===== src/rtl/disp_pkg.sv =====
package disp_pkg;

  typedef enum logic [2:0] {
    E_IDLE, E_RS, E_CEL, E_FETCH, E_LO, E_HI, E_CEH, E_LATCH
  } eng_state_t;

  typedef enum logic [2:0] {
    T_RST, T_GAP, T_INIT_F, T_PRE_C, T_INIT_C, T_IDLE, T_BUSY
  } top_state_t;

  typedef enum logic {
    SRC_FIXED  = 1'b0,
    SRC_STREAM = 1'b1
  } src_t;

  localparam int DOTS_PER_DEV_DEF = 160;
  localparam int CTRL_BITS_DEF    = 8;

endpackage


===== src/rtl/disp_tick_gen.sv =====
module disp_tick_gen #(
  parameter int HALF_CYC = 16
) (
  input  logic clk,
  input  logic rst,
  input  logic clr,
  output logic tick
);
  localparam int CW = (HALF_CYC > 2) ? $clog2(HALF_CYC) : 1;

  logic [CW-1:0] cnt_q;

  assign tick = (cnt_q == CW'(HALF_CYC - 1));

  always_ff @(posedge clk) begin
    if (rst || clr || tick) cnt_q <= '0;
    else                    cnt_q <= cnt_q + 1'b1;
  end
endmodule


===== src/rtl/disp_shift_engine.sv =====
module disp_shift_engine
  import disp_pkg::*;
#(
  parameter int HALF_CYC  = 16,
  parameter int LEN_W     = 12,
  parameter int CTRL_BITS = 8
) (
  input  logic                 clk,
  input  logic                 rst,
  input  logic                 start,
  input  logic                 start_rs,
  input  src_t                 start_src,
  input  logic [LEN_W-1:0]     start_len,
  input  logic [CTRL_BITS-1:0] start_byte,
  output logic                 busy,
  output logic                 done,
  input  logic                 bit_valid,
  input  logic                 bit_data,
  output logic                 bit_ready,
  output logic                 disp_ce_n,
  output logic                 disp_rs,
  output logic                 disp_clk,
  output logic                 disp_din
);
  localparam int IDX_W = (CTRL_BITS > 2) ? $clog2(CTRL_BITS) : 1;

  eng_state_t           state_q, state_d;
  src_t                 src_q;
  logic [LEN_W-1:0]     left_q;
  logic [CTRL_BITS-1:0] byte_q;
  logic [IDX_W-1:0]     idx_q;
  logic                 tick, tick_clr, take, next_bit;

  disp_tick_gen #(.HALF_CYC(HALF_CYC)) u_tick (
    .clk (clk),
    .rst (rst),
    .clr (tick_clr),
    .tick(tick)
  );

  assign take      = (state_q == E_FETCH) && ((src_q == SRC_FIXED) || bit_valid);
  assign bit_ready = (state_q == E_FETCH) && (src_q == SRC_STREAM);
  assign next_bit  = (src_q == SRC_STREAM) ? bit_data : byte_q[idx_q];
  assign busy      = (state_q != E_IDLE);
  assign done      = (state_q == E_LATCH) && tick;
  assign tick_clr  = (state_d != state_q);

  always_comb begin
    state_d = state_q;
    unique case (state_q)
      E_IDLE:  if (start) state_d = E_RS;
      E_RS:    if (tick)  state_d = E_CEL;
      E_CEL:   if (tick)  state_d = E_FETCH;
      E_FETCH: if (take)  state_d = E_LO;
      E_LO:    if (tick)  state_d = E_HI;
      E_HI:    if (tick)  state_d = (left_q == LEN_W'(1)) ? E_CEH : E_FETCH;
      E_CEH:   if (tick)  state_d = E_LATCH;
      E_LATCH: if (tick)  state_d = E_IDLE;
      default:            state_d = E_IDLE;
    endcase
  end

  always_ff @(posedge clk) begin
    if (rst) begin
      state_q   <= E_IDLE;
      src_q     <= SRC_FIXED;
      left_q    <= '0;
      byte_q    <= '0;
      idx_q     <= '0;
      disp_ce_n <= 1'b1;
      disp_clk  <= 1'b0;
      disp_rs   <= 1'b0;
      disp_din  <= 1'b0;
    end else begin
      state_q   <= state_d;
      disp_ce_n <= !(state_d inside {E_CEL, E_FETCH, E_LO, E_HI});
      disp_clk  <= (state_d inside {E_HI, E_CEH});
      if ((state_q == E_IDLE) && start) begin
        src_q   <= start_src;
        left_q  <= start_len;
        byte_q  <= start_byte;
        idx_q   <= IDX_W'(CTRL_BITS - 1);
        disp_rs <= start_rs;
      end
      if (take) begin
        disp_din <= next_bit;
        if (src_q == SRC_FIXED)
          idx_q <= (idx_q == '0) ? IDX_W'(CTRL_BITS - 1) : idx_q - 1'b1;
      end
      if ((state_q == E_HI) && tick) left_q <= left_q - 1'b1;
    end
  end

  a_r3_ce_fall_clk_low: assert property (@(posedge clk) disable iff (rst)
    $fell(disp_ce_n) |-> !disp_clk);
  a_r3_rs_held: assert property (@(posedge clk) disable iff (rst)
    (!disp_ce_n && $past(!disp_ce_n)) |-> $stable(disp_rs));
  a_r5_din_at_rise: assert property (@(posedge clk) disable iff (rst)
    $rose(disp_clk) |-> $stable(disp_din));
  a_r9_ce_rise_clk_high: assert property (@(posedge clk) disable iff (rst)
    $rose(disp_ce_n) |-> disp_clk);
  a_r7_ready_ce_low: assert property (@(posedge clk) disable iff (rst)
    bit_ready |-> !disp_ce_n);
endmodule


===== src/rtl/disp_host_ctrl.sv =====
module disp_host_ctrl
  import disp_pkg::*;
#(
  parameter int HALF_CYC     = 16,
  parameter int RST_CYC      = 8,
  parameter int DEV_W        = 4,
  parameter int DOTS_PER_DEV = DOTS_PER_DEV_DEF,
  parameter int CTRL_BITS    = CTRL_BITS_DEF
) (
  input  logic                 clk,
  input  logic                 rst,
  input  logic [DEV_W-1:0]     n_dev,
  input  logic                 ctrl_simul,
  input  logic [CTRL_BITS-3:0] init_bright,
  input  logic                 req_valid,
  output logic                 req_ready,
  input  logic                 req_kind,
  input  logic [CTRL_BITS-1:0] req_ctrl,
  input  logic                 bit_valid,
  output logic                 bit_ready,
  input  logic                 bit_data,
  output logic                 disp_rst_n,
  output logic                 disp_ce_n,
  output logic                 disp_rs,
  output logic                 disp_clk,
  output logic                 disp_din
);
  localparam int MAX_DEV  = (1 << DEV_W) - 1;
  localparam int MAX_BITS = DOTS_PER_DEV * MAX_DEV;
  localparam int LEN_W    = $clog2(MAX_BITS + 1);
  localparam int RC_W     = $clog2(RST_CYC + 1);

  top_state_t           state_q, state_d;
  logic [RC_W-1:0]      rcnt_q;
  logic [DEV_W-1:0]     eff_dev;
  logic [LEN_W-1:0]     frame_len, ctrl_len_ser, ctrl_len;
  logic                 eng_start, eng_rs, eng_busy, eng_done;
  src_t                 eng_src;
  logic [LEN_W-1:0]     eng_len;
  logic [CTRL_BITS-1:0] eng_byte, wake_byte;
  logic                 accept;

  assign eff_dev      = (n_dev == '0) ? DEV_W'(1) : n_dev;
  assign frame_len    = LEN_W'(DOTS_PER_DEV) * LEN_W'(eff_dev);
  assign ctrl_len_ser = LEN_W'(CTRL_BITS) * LEN_W'(eff_dev);
  assign ctrl_len     = ctrl_simul ? LEN_W'(CTRL_BITS) : ctrl_len_ser;
  assign wake_byte    = {1'b0, 1'b1, init_bright};
  assign req_ready    = (state_q == T_IDLE);
  assign accept       = req_ready && req_valid;

  always_comb begin
    state_d   = state_q;
    eng_start = 1'b0;
    eng_rs    = 1'b0;
    eng_src   = SRC_FIXED;
    eng_len   = frame_len;
    eng_byte  = '0;
    unique case (state_q)
      T_RST: if (rcnt_q == RC_W'(RST_CYC)) state_d = T_GAP;
      T_GAP: if (rcnt_q == RC_W'(RST_CYC)) begin
        eng_start = 1'b1;
        state_d   = T_INIT_F;
      end
      T_INIT_F: if (eng_done) state_d = T_PRE_C;
      T_PRE_C: begin
        eng_start = 1'b1;
        eng_rs    = 1'b1;
        eng_len   = ctrl_len_ser;
        eng_byte  = wake_byte;
        state_d   = T_INIT_C;
      end
      T_INIT_C: if (eng_done) state_d = T_IDLE;
      T_IDLE: if (accept) begin
        eng_start = 1'b1;
        eng_rs    = req_kind;
        eng_src   = req_kind ? SRC_FIXED : SRC_STREAM;
        eng_len   = req_kind ? ctrl_len : frame_len;
        eng_byte  = req_ctrl;
        state_d   = T_BUSY;
      end
      T_BUSY: if (eng_done) state_d = T_IDLE;
      default: state_d = T_RST;
    endcase
  end

  always_ff @(posedge clk) begin
    if (rst) begin
      state_q    <= T_RST;
      rcnt_q     <= '0;
      disp_rst_n <= 1'b0;
    end else begin
      state_q    <= state_d;
      disp_rst_n <= (state_d != T_RST);
      if (state_d != state_q)                       rcnt_q <= '0;
      else if (state_q inside {T_RST, T_GAP})       rcnt_q <= rcnt_q + 1'b1;
    end
  end

  disp_shift_engine #(
    .HALF_CYC (HALF_CYC),
    .LEN_W    (LEN_W),
    .CTRL_BITS(CTRL_BITS)
  ) u_eng (
    .clk       (clk),
    .rst       (rst),
    .start     (eng_start),
    .start_rs  (eng_rs),
    .start_src (eng_src),
    .start_len (eng_len),
    .start_byte(eng_byte),
    .busy      (eng_busy),
    .done      (eng_done),
    .bit_valid (bit_valid),
    .bit_data  (bit_data),
    .bit_ready (bit_ready),
    .disp_ce_n (disp_ce_n),
    .disp_rs   (disp_rs),
    .disp_clk  (disp_clk),
    .disp_din  (disp_din)
  );

  a_r10_no_accept_busy: assert property (@(posedge clk) disable iff (rst)
    req_ready |-> !eng_busy);
  a_r1_quiet_in_reset: assert property (@(posedge clk) disable iff (rst)
    !disp_rst_n |-> (disp_ce_n && !disp_clk));
  a_r10_start_idle_only: assert property (@(posedge clk) disable iff (rst)
    (accept || eng_start) |-> !eng_busy);
endmodule


===== config.mk =====
export PLATFORM = sky130hd
export DESIGN_NAME = disp_host_ctrl
export DESIGN_NICKNAME = d
export VERILOG_FILES = /design/src/rtl/disp_pkg.sv /design/src/rtl/disp_tick_gen.sv /design/src/rtl/disp_shift_engine.sv /design/src/rtl/disp_host_ctrl.sv
export SDC_FILE = /design/constraint.sdc
export NUM_CORES = 1
export LEC_CHECK = 0
export ABC_AREA = 1
export BUFFER_PORTS_ARGS = -buffer_cell sky130_fd_sc_hd__clkbuf_2
export CORE_ASPECT_RATIO = 1.2
export CORE_MARGIN = 2
export CORE_UTILIZATION = 50
export CTS_BUF_LIST = sky130_fd_sc_hd__clkbuf_4 sky130_fd_sc_hd__clkbuf_8 sky130_fd_sc_hd__clkbuf_16
export CTS_CLUSTER_SIZE = 10
export DETAILED_ROUTE_END_ITERATION = 8
export PLACE_DENSITY = 0.67
export SLEW_MARGIN = 20
export SYNTH_ARGS = -nofsm -noshare
export SYNTH_HDL_FRONTEND = slang
export SYNTH_HIERARCHICAL = 1
export SYNTH_SLANG_ARGS = --single-unit
export TNS_END_PERCENT = 1

===== constraint.sdc =====
create_clock -name clk -period 4.5 [get_ports clk]
set_input_delay 0.9 -clock clk [delete_from_list [all_inputs] [get_ports clk]]
set_output_delay 0.9 -clock clk [all_outputs]
set_load 0.1 [all_outputs]

==> results of run 1 <==
worst max-delay path by stage:
stage	slack, ps	start	endpoint
final	1820	state_q[0]$_SDFF_PP0_	u_eng/u_tick/cnt_q[0]$_SDFF_PP0_
after global routing	1570	state_q[0]$_SDFF_PP0_	u_eng/left_q[7]$_SDFFE_PP0P_
after floorplan	1780	u_eng/state_q[0]$_SDFF_PP0_	bit_ready
after CTS	1840	state_q[0]$_SDFF_PP0_	u_eng/left_q[7]$_SDFFE_PP0P_
after global placement	1940	n_dev[3]	u_eng/left_q[10]$_SDFFE_PP0P_
after detailed placement	1870	state_q[0]$_SDFF_PP0_	u_eng/left_q[7]$_SDFFE_PP0P_
placed cells by master, fill, tap and decap left out, drive strengths merged, types with 5 or more instances in the layout:
cell,n
nand4,5
clkbuf,36
dfxtp,43
inv,57
nand2,85
ha,10
nor2,60
xor2,5
o21ai,22
a22o,6
o211ai,8
nand3,19
a21oi,33
per-layer routing:
layer,track usage [%],vias to the layer above
met4,5.83,0
met5,0,-
met1,24.9,1129
met2,35.4,44
li1,-,1294
met3,3.62,9
critical path: stages (launching register included):
cell and delay (ps):
dfxtp_1 480, inv_2 100, nor3_2 600, inv_2 170, nand3b_1 150, nand3_2 380, nand3_1 290, nand2_1 70
o211ai_1 90, nor2_1 80, nand2_2 120, nor2_1 50
cell type report:
type | instances | area, um2
clock buffers | 5 | 68.8
clock inverters | 3 | 43.8
fillers | 547 | 2260
inverters | 57 | 216
multi-input cells | 276 | 1540
flip-flops and latches | 43 | 861
well taps | 62 | 77.6
repair buffers | 31 | 155
per-stage QoR:
stage | hold WS [ps] | area [um2] | util [%] | instances | worst slack (ps)
6_report | 464 | 2960 | 56.7 | 477 | 1820
5_1_grt | 477 | 2960 | 56.7 | 477 | 1570
4_1_cts | 467 | 2960 | 56.7 | 477 | 1840
3_5_place_dp | 453 | 2850 | 54.5 | 469 | 1870
3_3_place_gp | 446 | 2850 | 54.5 | 469 | 1940
2_1_floorplan | 429 | 2680 | - | 389 | 1780
state kept, by name, summed over array words and instances (netlist names):
name	cells
u_eng/src_q	1
disp_rst_n	1
u_eng/u_tick/cnt_q	4
u_eng/disp_din	1
u_eng/disp_rs	1
u_eng/left_q	12
rcnt_q	4
u_eng/state_q	3
u_eng/byte_q	8
u_eng/idx_q	3
u_eng/disp_clk	1
state_q	3
u_eng/disp_ce_n	1
power groups by stage:
stage	sequential [uW]	clock (uW)	combinational (uW)
floorplan	398	0	30.7
global placement	398	0	48.6
detailed placement	399	0	50.2
CTS	390	318	50.5
global route	391	328	57.9
finish	390	304	49.7
==> run summary, run 1 <==
Outcome -> finished clean
Skew final -> 7.43 ps
Worst hold start -> u_eng/byte_q[1]$_SDFFE_PP0P_
Vias in the first global route -> 2315
Die width -> 70.8 um
Worst-case reg-to-reg path depth -> 11
NetSw -> 172 uW
Slew headroom -> 48.0%
Worst EP required -> 4690 ps
Nets -> 450
Slew Limit Fails -> 0
Core area -> 5230 um2
Pin count of the biggest net entering global routing -> 24
Critical R2R Launch -> state_q[0]$_SDFF_PP0_
Root buf cell -> clkbuf_8
Internal -> 571 uW
CTS sink cnt -> 43
WL met1 -> 2.54 mm
Clk_lat worst skew -> 300 ps
Fmax -> 0.373 GHz
Max Cap Viol -> 0
Post-DP HPWL -> 4.32 mm
Syn. warnings -> 6
Antenna violations before repair -> 0
Period minus WS final -> 2680 ps
Port Buffers -> 31
Share of cells above drive strength 1 -> 17.8%
Final Hold Fails -> 0
Worst-Margin Slew -> 776 ps
Top routing layer in use -> met4
Syn_area_per_cell -> 6.91 um2
Reg clk slew, reported paths -> 90 ps
Post-CTS Hold Buffers -> 0
Switching part of the total power -> 23.1%
Postcts setup bufs -> 0
Total CTS buffers -> 5
R2R Setup Slk -> 1820 ps
Initial Util -> 51.2%
Die height -> 84.1 um
WHS Path Cells -> 2
Cells after Synth -> 387
DR iter-0 viols -> 125
Tcrit/Tclk final -> 59.5%
WS Path Type -> reg -> reg
Power density over cell area -> 251 nW/um2
Residual DRC -> 0
WHS Endpoint -> u_eng/byte_q[1]$_SDFFE_PP0P_
WL/cell -> 11.7 um
Final TNS setup -> 0 ps
Clock Tree Buf Depth -> 2
Crit-path max FO -> 23
Gr ovfl total -> 0
Worst vdd ir -> 0.144 mV
Crit. End Element -> register
Critical Path AT -> 2870 ps
# resized after CTS -> 0
Power consumption -> 743 uW
DRT antenna net count -> 0
Area Growth Syn to Fin -> 10.8%
Wire length on met2 -> 2.73 mm
Combinational share of power -> 6.7%
Detailed-route wire length -> 5.58 mm
Vias per inst -> 5.19
RSZ-0062 raised after global routing -> no
# IOs -> 32
Crit path launch type -> register
CTS tree -> yes
Total number of vias -> 2476
Tot GR Track Use -> 20.1%
First-pass GRT wire length -> 9.92 mm
ANT cells -> 0
Die area -> 5950 um2
Mapped Area -> 2680 um2
First-pass DRT Iterations -> 4
WL met3 -> 223 um
Max H-tree Level -> 2
GPL Wtd Cong -> 0.851
Reg-to-reg endpoint -> u_eng/u_tick/cnt_q[0]$_SDFF_PP0_
# rows -> 29
Cell leakage power -> 0.00140 uW
Hold Path Class -> reg -> reg
Clk pwr share -> 40.9%
Reg power frac -> 52.4%
Final setup violation count -> 0
(Power assumes the default switching activity.)
==> run 2, diff against run 1 <==
clock period = 2.75 ns   (was 4.5 ns; I/O delays follow)
==> run 2 against run 1 <==
  * Total power grew 77%
  * Clock power grew 95%
  * Setup slack lost 1100 ps
  * Register-to-register slack got worse by 1100 ps
  * Critical path depth decreased by 8
  * Utilization up 0.89 points
  * Highest routed layer unchanged
  * Clock skew is 4.2 ps lower
  * Combinational power rose by 66%
  * Routed wire length grew 3.0%
  * Hold slack got worse by 1.5 ps
==> run summary, run 2 (synthesis gave the netlist of run 1 again) <==
Outcome -> finished clean
Fmax -> 0.483 GHz
# rows -> 29
DRT antenna net count -> 0
RSZ-0062 raised after global routing -> no
Worst vdd ir -> 0.286 mV
Vias per inst -> 5.06
Pin count of the biggest net entering global routing -> 21
Slowest cell delay on critical path -> 460 ps
Reg-to-reg endpoint -> u_eng/left_q[8]$_SDFFE_PP0P_
Initial Util -> 51.2%
Crit path launch -> u_eng/state_q[0]$_SDFF_PP0_
Placed Area -> 2870 um2
Post-DP HPWL -> 4.41 mm
DR iter-0 viols -> 128
Hold Path Class -> reg -> reg
Clk_lat worst skew -> 300 ps
First-pass DRT Iterations -> 4
Most common cell after layout, fill and taps aside -> nand2_1
Detailed-route wire length -> 5.74 mm
# IOs -> 32
Residual DRC -> 0
Die width -> 70.8 um
Biggest regs -> u_eng/left_q x12, u_eng/byte_q x8
Commonest non-fill, non-tap cells in the layout -> nand2_1, nor2_1, inv_1, dfxtp_1, a21oi_1
Min Hold Slack -> 462 ps
Final TNS setup -> 0 ps
Nets -> 453
Reg clk slew, reported paths -> 80 ps
Tot GR Track Use -> 20.6%
Total number of vias -> 2430
WS Path Type -> reg -> out
Critical Path AT -> 1520 ps
Cell leakage power -> 0.00142 uW
Worst-Margin Slew -> 542 ps
Vias in the first global route -> 2355
Total CTS buffers -> 5
Crit path launch type -> register
Max H-tree Level -> 2
WL/cell -> 12.0 um
Max Cap Viol -> 0
Post-CTS Hold Buffers -> 0
Final Hold Fails -> 0
Tcrit/Tclk final -> 75.3%
Clock Tree Buf Depth -> 2
Die height -> 84.1 um
Slew Limit Fails -> 0
Port Buffers -> 31
Core area -> 5230 um2
Area Growth Syn to Fin -> 12.5%
Final setup violation count -> 0
Worst-case reg-to-reg path depth -> 9
Antenna violations before repair -> 0
Finished Cell Area -> 3010 um2
Multi-input logic area -> 1540 um2
Gr ovfl total -> 0
Worst EP required -> 2200 ps
Skew final -> 3.23 ps
Worst path cell trace -> nand3_1, nor2_1, clkbuf_2
Share of cells above drive strength 1 -> 18.4%
Largest Register -> u_eng/left_q
Filler instances -> 525
Root buf cell -> clkbuf_8
ANT cells -> 0
R2R Setup Slk -> 710 ps
Seq. cell area -> 861 um2
GPL Wtd Cong -> 0.880
Power consumption -> 1310 uW
Slowest cell on crit path -> dfxtp_1
Power density over cell area -> 437 nW/um2
CP endpoint -> bit_ready
Max reg flops -> 12
Slew headroom -> 64.0%
Crit-path max FO -> 7
# resized after CTS -> 0
Period minus WS final -> 2070 ps
Die area -> 5950 um2
Postcts setup bufs -> 0
Crit. End Element -> primary output
CTS sink cnt -> 43
Critical R2R Launch -> state_q[2]$_SDFF_PP0_
First-pass GRT wire length -> 10.0 mm
CTS tree -> yes
## run 2: stage by stage
stage / setup WS, ps / utilization, % / std cells
global placement: 592 / 55.0 / 472
finish: 678 / 57.6 / 480
global route: 346 / 57.6 / 480
floorplan: 385 / - / 389
CTS: 684 / 57.6 / 480
detailed placement: 514 / 55.0 / 472
## run 2: worst max-delay path: cells and delay by family (launching register included)
| family | cells | cell delay [ps] |
|---|---|---|
| buf+inv | 1 | 460 |
| simple gates | 2 | 300 |
| flops | 1 | 460 |
## run 2: layer usage
metal	share of wire, %	track usage (%)	routed length [um]	up-vias
met2	50	36.6	2850	42
met4	1.1	5.32	61	0
met5	0	0	0	-
met3	4.0	4.11	232	6
met1	45	25.2	2600	1079
li1	-	-	-	1303
## run 2: how the worst min path moves through the flow
stage	start	to	slack [ps]	cells after the start
floorplan	u_eng/byte_q[3]$_SDFFE_PP0P_	u_eng/byte_q[3]$_SDFFE_PP0P_	430	2
finish	u_eng/byte_q[3]$_SDFFE_PP0P_	u_eng/byte_q[3]$_SDFFE_PP0P_	460	2
global placement	u_eng/u_tick/cnt_q[0]$_SDFF_PP0_	u_eng/u_tick/cnt_q[0]$_SDFF_PP0_	440	1
CTS	u_eng/byte_q[3]$_SDFFE_PP0P_	u_eng/byte_q[3]$_SDFFE_PP0P_	460	2
global route	u_eng/byte_q[3]$_SDFFE_PP0P_	u_eng/byte_q[3]$_SDFFE_PP0P_	490	2
detailed placement	u_eng/byte_q[3]$_SDFFE_PP0P_	u_eng/byte_q[3]$_SDFFE_PP0P_	450	2
## run 2: final cells by class
type                       instances  area share (%)
clock inverter                     2            2.00
sequential                        43            28.6
tap                               62            2.58
inverter                          57            7.19
timing repair buffer              34            5.90
multi-input combinational        276            51.2
clock buffer                       6            2.54
## run 2: report_power, final
part / switching (uW) / internal [uW] / total (uW)
clock network: 221 / 373 / 594
registers: 7.17 / 630 / 637
logic: 47.3 / 35.1 / 82.4
total: 276 / 1040 / 1310
